[src/rtl/wf_wait_pkg.sv]
package wf_wait_pkg;
  typedef enum logic [2:0] {
    ST_STOP  = 3'd0,
    ST_RET   = 3'd1,
    ST_RUN   = 3'd2,
    ST_STALL = 3'd3,
    ST_WAIT  = 3'd4
  } wf_stat_e;
endpackage

[src/rtl/wf_class_slot.sv]
module wf_class_slot #(
  parameter int unsigned CNT_W = 6
) (
  input  logic             clk_i,
  input  logic             rst_ni,
  input  logic             inc_i,
  input  logic             dec_i,
  input  logic             thr_load_i,
  input  logic [CNT_W-1:0] thr_i,
  input  logic             thr_clr_i,
  output logic [CNT_W-1:0] cnt_o,
  output logic             met_o,
  output logic             uflow_o
);
  localparam logic [CNT_W-1:0] MAX = {CNT_W{1'b1}};

  logic [CNT_W-1:0] cnt_q, thr_q;
  logic             uflow_q;

  always_ff @(posedge clk_i or negedge rst_ni) begin
    if (!rst_ni) begin
      cnt_q   <= '0;
      uflow_q <= 1'b0;
    end else begin
      unique case ({inc_i, dec_i})
        2'b10: if (cnt_q != MAX) cnt_q <= cnt_q + 1'b1;
        2'b01: begin
          if (cnt_q != '0) cnt_q <= cnt_q - 1'b1;
          else             uflow_q <= 1'b1;
        end
        default: ;
      endcase
    end
  end

  // clear beats load; all-ones means no wait
  always_ff @(posedge clk_i or negedge rst_ni) begin
    if (!rst_ni)         thr_q <= MAX;
    else if (thr_clr_i)  thr_q <= MAX;
    else if (thr_load_i) thr_q <= thr_i;
  end

  assign cnt_o   = cnt_q;
  assign met_o   = (cnt_q <= thr_q);
  assign uflow_o = uflow_q;
endmodule

[src/rtl/wf_status_fsm.sv]
module wf_status_fsm
  import wf_wait_pkg::*;
(
  input  logic       clk_i,
  input  logic       rst_ni,
  input  logic       wait_load_i,
  input  logic       stat_we_i,
  input  logic [2:0] stat_i,
  input  logic       all_met_i,
  input  logic       oldest_wait_i,
  output logic [2:0] stat_o,
  output logic       ready_o
);
  wf_stat_e st_q, st_d;
  logic     stat_ok;

  assign stat_ok = (stat_i <= 3'd3);

  always_comb begin
    st_d = st_q;
    if (wait_load_i)
      st_d = ST_WAIT;
    else if (stat_we_i && stat_ok)
      st_d = wf_stat_e'(stat_i);
    else if (st_q == ST_WAIT && all_met_i && oldest_wait_i)
      st_d = ST_RUN;
  end

  always_ff @(posedge clk_i or negedge rst_ni) begin
    if (!rst_ni) st_q <= ST_STOP;
    else         st_q <= st_d;
  end

  assign stat_o  = st_q;
  assign ready_o = (st_q == ST_RUN);
endmodule

[src/rtl/wf_waitcnt_tracker.sv]
module wf_waitcnt_tracker #(
  parameter int unsigned CNT_W = 6,
  parameter int unsigned NCLS  = 3
) (
  input  logic                  clk_i,
  input  logic                  rst_ni,
  input  logic [NCLS-1:0]       inc_i,
  input  logic [NCLS-1:0]       dec_i,
  input  logic                  wait_load_i,
  input  logic [CNT_W*NCLS-1:0] wait_thr_i,
  input  logic                  clear_i,
  input  logic                  oldest_is_wait_i,
  input  logic                  stat_we_i,
  input  logic [2:0]            stat_i,
  output logic                  ready_o,
  output logic [2:0]            status_o,
  output logic [CNT_W*NCLS-1:0] cnt_o,
  output logic                  err_o
);
  logic [NCLS-1:0] met, uflow;

  for (genvar k = 0; k < NCLS; k++) begin : g_cls
    wf_class_slot #(.CNT_W(CNT_W)) u_slot (
      .clk_i      (clk_i),
      .rst_ni     (rst_ni),
      .inc_i      (inc_i[k]),
      .dec_i      (dec_i[k]),
      .thr_load_i (wait_load_i),
      .thr_i      (wait_thr_i[k*CNT_W +: CNT_W]),
      .thr_clr_i  (clear_i),
      .cnt_o      (cnt_o[k*CNT_W +: CNT_W]),
      .met_o      (met[k]),
      .uflow_o    (uflow[k])
    );
  end

  wf_status_fsm u_fsm (
    .clk_i         (clk_i),
    .rst_ni        (rst_ni),
    .wait_load_i   (wait_load_i),
    .stat_we_i     (stat_we_i),
    .stat_i        (stat_i),
    .all_met_i     (&met),
    .oldest_wait_i (oldest_is_wait_i),
    .stat_o        (status_o),
    .ready_o       (ready_o)
  );

  assign err_o = |uflow;
endmodule

[config.mk]
export PLATFORM = sky130hd
export DESIGN_NAME = wf_waitcnt_tracker
export DESIGN_NICKNAME = d
export VERILOG_FILES = /design/src/rtl/wf_wait_pkg.sv /design/src/rtl/wf_class_slot.sv /design/src/rtl/wf_status_fsm.sv /design/src/rtl/wf_waitcnt_tracker.sv
export SDC_FILE = /design/constraint.sdc
export NUM_CORES = 1
export LEC_CHECK = 0
export BUFFER_PORTS_ARGS = -buffer_cell sky130_fd_sc_hd__clkbuf_2
export CORE_MARGIN = 2
export CORE_UTILIZATION = 55
export DETAILED_ROUTE_END_ITERATION = 8
export PLACE_DENSITY_LB_ADDON = 0.2
export REMOVE_ABC_BUFFERS = 1
export SLEW_MARGIN = 25
export SYNTH_ARGS = -nofsm -noshare
export SYNTH_HDL_FRONTEND = slang
export SYNTH_HIERARCHICAL = 1
export SYNTH_SLANG_ARGS = --single-unit
[constraint.sdc]
create_clock -name clk_i -period 2.2 [get_ports clk_i]
set_input_delay 0.55 -clock clk_i [delete_from_list [all_inputs] [get_ports clk_i]]
set_output_delay 0.55 -clock clk_i [all_outputs]
set_load 0.01 [all_outputs]
==> Word level (Yosys, flattened, before mapping) <==
Cells that the tools add are included.
{ "word_totals": {"register_bits": 42, "inputBits": 33, "out_inout_bits": 23, "word_cells": 77} }
{ "op_classes": {"addsub": 6, "order_cmp": 4, "eq_ne": 17, "mux": 18, "n_bitwise": 3, "reduce_logical": 19} }
{ "ops": {"columns": ["operator", "count"], "rows": [
  ["6-bit two-way mux", 12],
  ["6-bit case mux with 2 select lines", 3],
  ["6-bit by 1-bit adder with 6-bit output (second input constant)", 3],
  ["6-bit <= comparator", 3],
  ["6-bit != test (second input constant)", 3],
  ["6-bit nonzero test", 3],
  ["6-bit by 1-bit subtractor with 6-bit output (second input constant)", 3],
  ["2-bit by 1-bit != test with 1-bit output (second input constant)", 6],
  ["3-bit AND reduction", 4],
  ["3-bit two-way mux", 3],
  ["2-bit nonzero test", 4],
  ["2-bit by 1-bit == test with 1-bit output (second input constant)", 3],
  ["2-bit == test (second input constant)", 3],
  ["2-bit AND reduction", 3],
  ["3-bit by 2-bit == test with 1-bit output (second input constant)", 1],
  ["3-bit == test (second input constant)", 1],
  ["3-bit by 2-bit <= comparator with 1-bit output (second input constant)", 1],
  ["1-bit logical AND", 3],
  ["1-bit NOT", 3],
  ["3-bit nonzero test", 1],
  ["3-bit OR reduction", 1]
]} }

==> Logic depth before layout (Yosys ltp) <==
{ "depth": {"depth_word": 7, "depth_mapped": 9} }

==> Modules after synthesis <==
Netlist, hierarchy kept.
{ "by_module_without_submodules": {"columns": ["mod", "instances", "cells_each", "area_per_inst_um2", "seq_area_each_um2"], "rows": [
  ["wf_class_slot", 3, 83, 834.6, 332.8],
  ["wf_status_fsm", 1, 14, 143.9, 75.1],
  ["wf_waitcnt_tracker", 1, 2, 12.5, 0.0]
]} }

==> Worst setup path before layout <==
No wires, ideal clock.
{ "synth_timing": {"path_type": "input -> register", "from": "input inc_i[0]", "to": "register g_cls[0].u_slot.cnt_q[4]", "setup_ns": 0.079, "t_arrival_ns": 1.861, "setup_slack_ns": 0.260, "cell_stages": 8, "n_path_buf": 1, "path_cell_list": "nand2b_1 -> clkbuf_1 -> xnor2_1 -> ha_1 -> nor4b_1 -> nand2_1 -> a22oi_1 -> xor2_1"} }
{ "synth_between": {"elab_chain_len": 3} }
{ "synth_rtl": {"columns": ["item", "line", "source"], "rows": [
  ["start: declaration", "wf_waitcnt_tracker.sv:7", "input logic [NCLS-1:0] inc_i,"],
  ["2-bit by 1-bit == test with 1-bit output or 2-bit == test (tied branches)", "wf_class_slot.sv:25", "unique case ({inc_i, dec_i})"],
  ["2-bit by 1-bit != test with 1-bit output (no line) or 2-bit nonzero test (tied branches)", null, null],
  ["3-bit AND reduction (no line)", null, null],
  ["end signal: assignment", "wf_class_slot.sv:26", "2'b10: if (cnt_q != MAX) cnt_q <= cnt_q + 1'b1;"],
  ["end signal: assignment", "wf_class_slot.sv:28", "if (cnt_q != '0) cnt_q <= cnt_q - 1'b1;"],
  ["end: declaration", "wf_class_slot.sv:17", "logic [CNT_W-1:0] cnt_q, thr_q;"]
]} }
Parallel ways exist; a longest one is shown, timed or not.
A chain may end at the register's enable or synchronous reset.

==> Worst setup path in the final report <==
{ "layout_timing": {"from": "register g_cls[1].u_slot.thr_q[1]", "to": "register u_fsm.st_q[2] (netlist: u_fsm/stat_o[2])"} }
{ "layout_between": {"elab_chain_len": 5} }
{ "layout_rtl": {"columns": ["item", "line", "source"], "rows": [
  ["start: declaration", "wf_class_slot.sv:17", null],
  ["start signal: assignment", "wf_class_slot.sv:40", "else if (thr_load_i) thr_q <= thr_i;"],
  ["6-bit <= comparator", "wf_class_slot.sv:44", "assign met_o = (cnt_q <= thr_q);"],
  ["named net met[1]", "wf_waitcnt_tracker.sv:20", "logic [NCLS-1:0] met, uflow;"],
  ["3-bit AND reduction", "wf_waitcnt_tracker.sv:43", ".all_met_i (&met),"],
  ["1-bit logical AND (2 in series)", "wf_status_fsm.sv:25", "else if (st_q == ST_WAIT && all_met_i && oldest_wait_i)"],
  ["3-bit nonzero test (no line)", null, null],
  ["end signal: assignment", "wf_status_fsm.sv:31", "else st_q <= st_d;"],
  ["end: declaration", "wf_status_fsm.sv:14", "wf_stat_e st_q, st_d;"]
]} }
The timed path passes the listed nets, and every way through them passes these cells.

==> insert_results.sql <==
INSERT INTO impl_metrics (metric_group, metric, value, unit) VALUES
('global_route', 'largest_net_degree_at_the_start_of_global_routing', '43', ''),
('clocking', 'htreeDepth', '2', ''),
('clocking', 'cts_tree', 'built', ''),
('place', 'place_hpwl', '4100', 'um'),
('clocking', 'clk_transition_reported_paths', '80', 'ps'),
('synthesis', 'synthCells', '265', ''),
('sta', 'fmax', '483', 'MHz'),
('route', 'count_of_unresolved_drc_violations_after_routing', '0', ''),
('floorplan', 'core_area', '4690', 'um^2'),
('place', 'gp_routability_congestion', '0.891', ''),
('sta', 'rsz_0062_raised_after_global_routing', 'false', ''),
('sta', 'timing.clock.skew', '1.69', 'ps'),
('layout', 'final_cell_mix', 'sky130_fd_sc_hd__clkbuf_2 (55), sky130_fd_sc_hd__inv_1 (34), sky130_fd_sc_hd__nand2_1 (30)', ''),
('critical_path', 'timing.reg2reg.worst_path_depth', '9', ''),
('route', 'wire_per_inst', '14.5', 'um'),
('floorplan', 'design.portCount', '56', ''),
('clocking', 'clockBufferDepth', '2', ''),
('global_route', 'grt_pass1_wl', '9170', 'um'),
('synthesis', 'ys_warn_count', '6', ''),
('global_route', 'grt_total_usage', '0.220', ''),
('route', 'route.final.wire_length', '5590', 'um'),
('critical_path', 'worst_r2r_startpoint', 'g_cls[1].u_slot/thr_q[1]', ''),
('status', 'outcome', 'completed', ''),
('synthesis', 'synth.avg_cell_area', '10.0', 'um^2'),
('layout', 'final_common_cell', 'sky130_fd_sc_hd__clkbuf_2', ''),
('floorplan', 'standard_cell_rows', '25', ''),
('synthesis', 'postSynth.topFlopCell', 'sky130_fd_sc_hd__dfrtp_1', ''),
('place', 'place_ws', '124', 'ps'),
('synthesis', 'yosys.cell_types.count', '35', ''),
('clocking', 'clk_latency', '290', 'ps'),
('route', 'dr_vias_cell', '5.68', ''),
('place', 'placed_cells', '377', ''),
('sta', 'fin_ws', '132', 'ps'),
('sta', 'fin_crit_sh', '0.940', ''),
('floorplan', 'die_width', '73.5', 'um'),
('synthesis', 'yosysSeqAreaShare', '0.404', ''),
('clocking', 'clock-root-buffer', 'sky130_fd_sc_hd__clkbuf_8', ''),
('critical_path', 'path_class', 'reg -> reg', ''),
('critical_path', 'cp_data_required_time', '2380', 'ps'),
('layout', 'sequential_cell_area', '1070', 'um^2'),
('sta', 'slew-limit-headroom', '0.518', ''),
('sta', 'hold_viol', '0', ''),
('worst_hold_path', 'hold_class', 'in -> async', ''),
('pwr', 'power.density_cell_area', '1120', 'nW/um^2'),
('sta', 'fin_setup_tns', '0', 'ps'),
('critical_path', 'cp-end-kind', 'flop', ''),
('route', 'postRouteAntennaNets', '0', ''),
('place', 'place.port_buffers', '55', ''),
('synthesis', 'synth_edf_count', '0', ''),
('synthesis', 'synth_async_sr_flop_share', '1.00', ''),
('route', 'vias_after_detailed_routing', '2188', ''),
('layout', 'num-nets-final', '384', ''),
('layout', 'insertedDiodeCount', '0', ''),
('pwr', 'leakage_power', '1.57', 'nW'),
('sta', 'timing_max_transition_violations_final', '0', ''),
('flow_run', 'max_cap_violations', '0', ''),
('floorplan', 'die_area', '5410', 'um^2'),
('global_route', 'first_global_vias', '2007', ''),
('sta', 'timing_worst_slew_pin_value', '723', 'ps'),
('critical_path', 'timing.critical_path.cells', 'inv_1 > ha_1 > nor2b_1 > o21a_1 > o211ai_1 > a21o_1 > and3_4 > nand3_1 > a31o_2', ''),
('layout', 'syn2layout_area_growth', '19.2', '%'),
('global_route', 'antenna_found_initial', '0', ''),
('synthesis', 'synth_top_cell_by_area', 'sky130_fd_sc_hd__dfrtp_1', ''),
('critical_path', 'cp.arrival', '2250', 'ps'),
('layout', 'n_fill_cell', '393', ''),
('layout', 'drive_above_1_share', '0.326', ''),
('route', 'drtPass1Iterations', '4', ''),
('clocking', 'cts_num_sinks', '42', ''),
('clocking', 'cts-buffers-inserted', '5', ''),
('layout', 'postLayoutCoreUtil', '0.676', ''),
('layout', 'multiInputGateArea', '1430', 'um^2');
==> worst max-delay path: cells and delay by family, from the launching register on <==
kind / cells / cell delay [ps]
AO/OA/AOI/OAI: 4 / 720
adder cells (fa/ha/maj): 1 / 280
buffers and inverters: 1 / 50
AND/OR/NAND/NOR: 3 / 390
flip-flops: 1 / 520
==> final cells by class <==
class	count	area share
Clock buffer	7	0.0241
Clock inverter	1	0.00947
Inverter	34	0.0403
Multi-Input combinational cell	180	0.451
Sequential cell	42	0.339
Tap cell	54	0.0213
Timing Repair Buffer	67	0.115
==> per-stage QoR <==
step	total power, W	cell area [um^2]	hold slack (ps)
after detailed placement	0.00293	3060	448
after global placement	0.00288	3060	446
after floorplan	0.00229	2630	254
after global routing	0.00380	3170	360
after CTS	0.00356	3170	330
final	0.00354	3170	309
==> kinds of logic after synthesis <==
family | count (synthesis) | synth area share
XOR/XNOR | 18 | 0.0593
AO/OA/AOI/OAI | 57 | 0.187
adder cells (fa/ha/maj) | 21 | 0.0988
flip-flops | 42 | 0.404
multiplexers | 7 | 0.0320
AND/OR/NAND/NOR | 77 | 0.159
buffers and inverters | 43 | 0.0607
==> flip-flops by register name (all words and copies together), names as in the netlist <==
| signal | count |
|---|---|
| g_cls.u_slot/cnt_o | 18 |
| g_cls.u_slot/thr_q | 18 |
| g_cls.u_slot/uflow_o | 3 |
| u_fsm/stat_o | 3 |
==> repair_timing <==
item / 4_1_cts / 5_1_grt
hold buffers: 0 / 0
gates resized for setup: 0 / 1
endpoints found under the setup margin: 0 / 1
==> where the power goes <==
part           switching (W)  total (W)  leakage, nW  internal [W]
Combinational       0.000890    0.00168         1.05      0.000786
Sequential          0.000275    0.00127        0.467      0.000991
Clock               0.000258   0.000597       0.0524      0.000340
Total                0.00142    0.00354         1.57       0.00212
==> synth_stat cells (6+ instances only) <==
cell,n
sky130_fd_sc_hd__inv_1,34
sky130_fd_sc_hd__nand2_1,30
sky130_fd_sc_hd__dfrtp_1,24
sky130_fd_sc_hd__ha_1,21
sky130_fd_sc_hd__dfstp_2,18
sky130_fd_sc_hd__o211ai_1,18
sky130_fd_sc_hd__a22oi_1,9
sky130_fd_sc_hd__clkbuf_1,9
sky130_fd_sc_hd__xnor2_1,9
sky130_fd_sc_hd__xor2_1,9
sky130_fd_sc_hd__nand3_1,7
sky130_fd_sc_hd__a21oi_1,6
sky130_fd_sc_hd__nand4_1,6
sky130_fd_sc_hd__nor2_1,6
==> path summary, 6_finish.rpt <==
| check | endpoint | slack, ps |
|---|---|---|
| min reg2reg | g_cls[2].u_slot/uflow_o | 460 |
| max in group asynchronous | g_cls[2].u_slot/thr_q[4] | 1500 |
| min | g_cls[2].u_slot/cnt_o[2] | 310 |
| min in group clk_i | g_cls[2].u_slot/uflow_o | 460 |
| max reg2reg | u_fsm/stat_o[2] | 130 |
| max | u_fsm/stat_o[2] | 130 |
==> per-layer routing <==
layer	global-route usage	wire length (um)	vias to the layer above
met5	0	0	-
met4	0.0848	84	0
met3	0.0439	226	6
met2	0.332	2580	54
met1	0.313	2700	1043
li1	-	-	1085
Note: power is estimated with default switching activity, not from simulation.
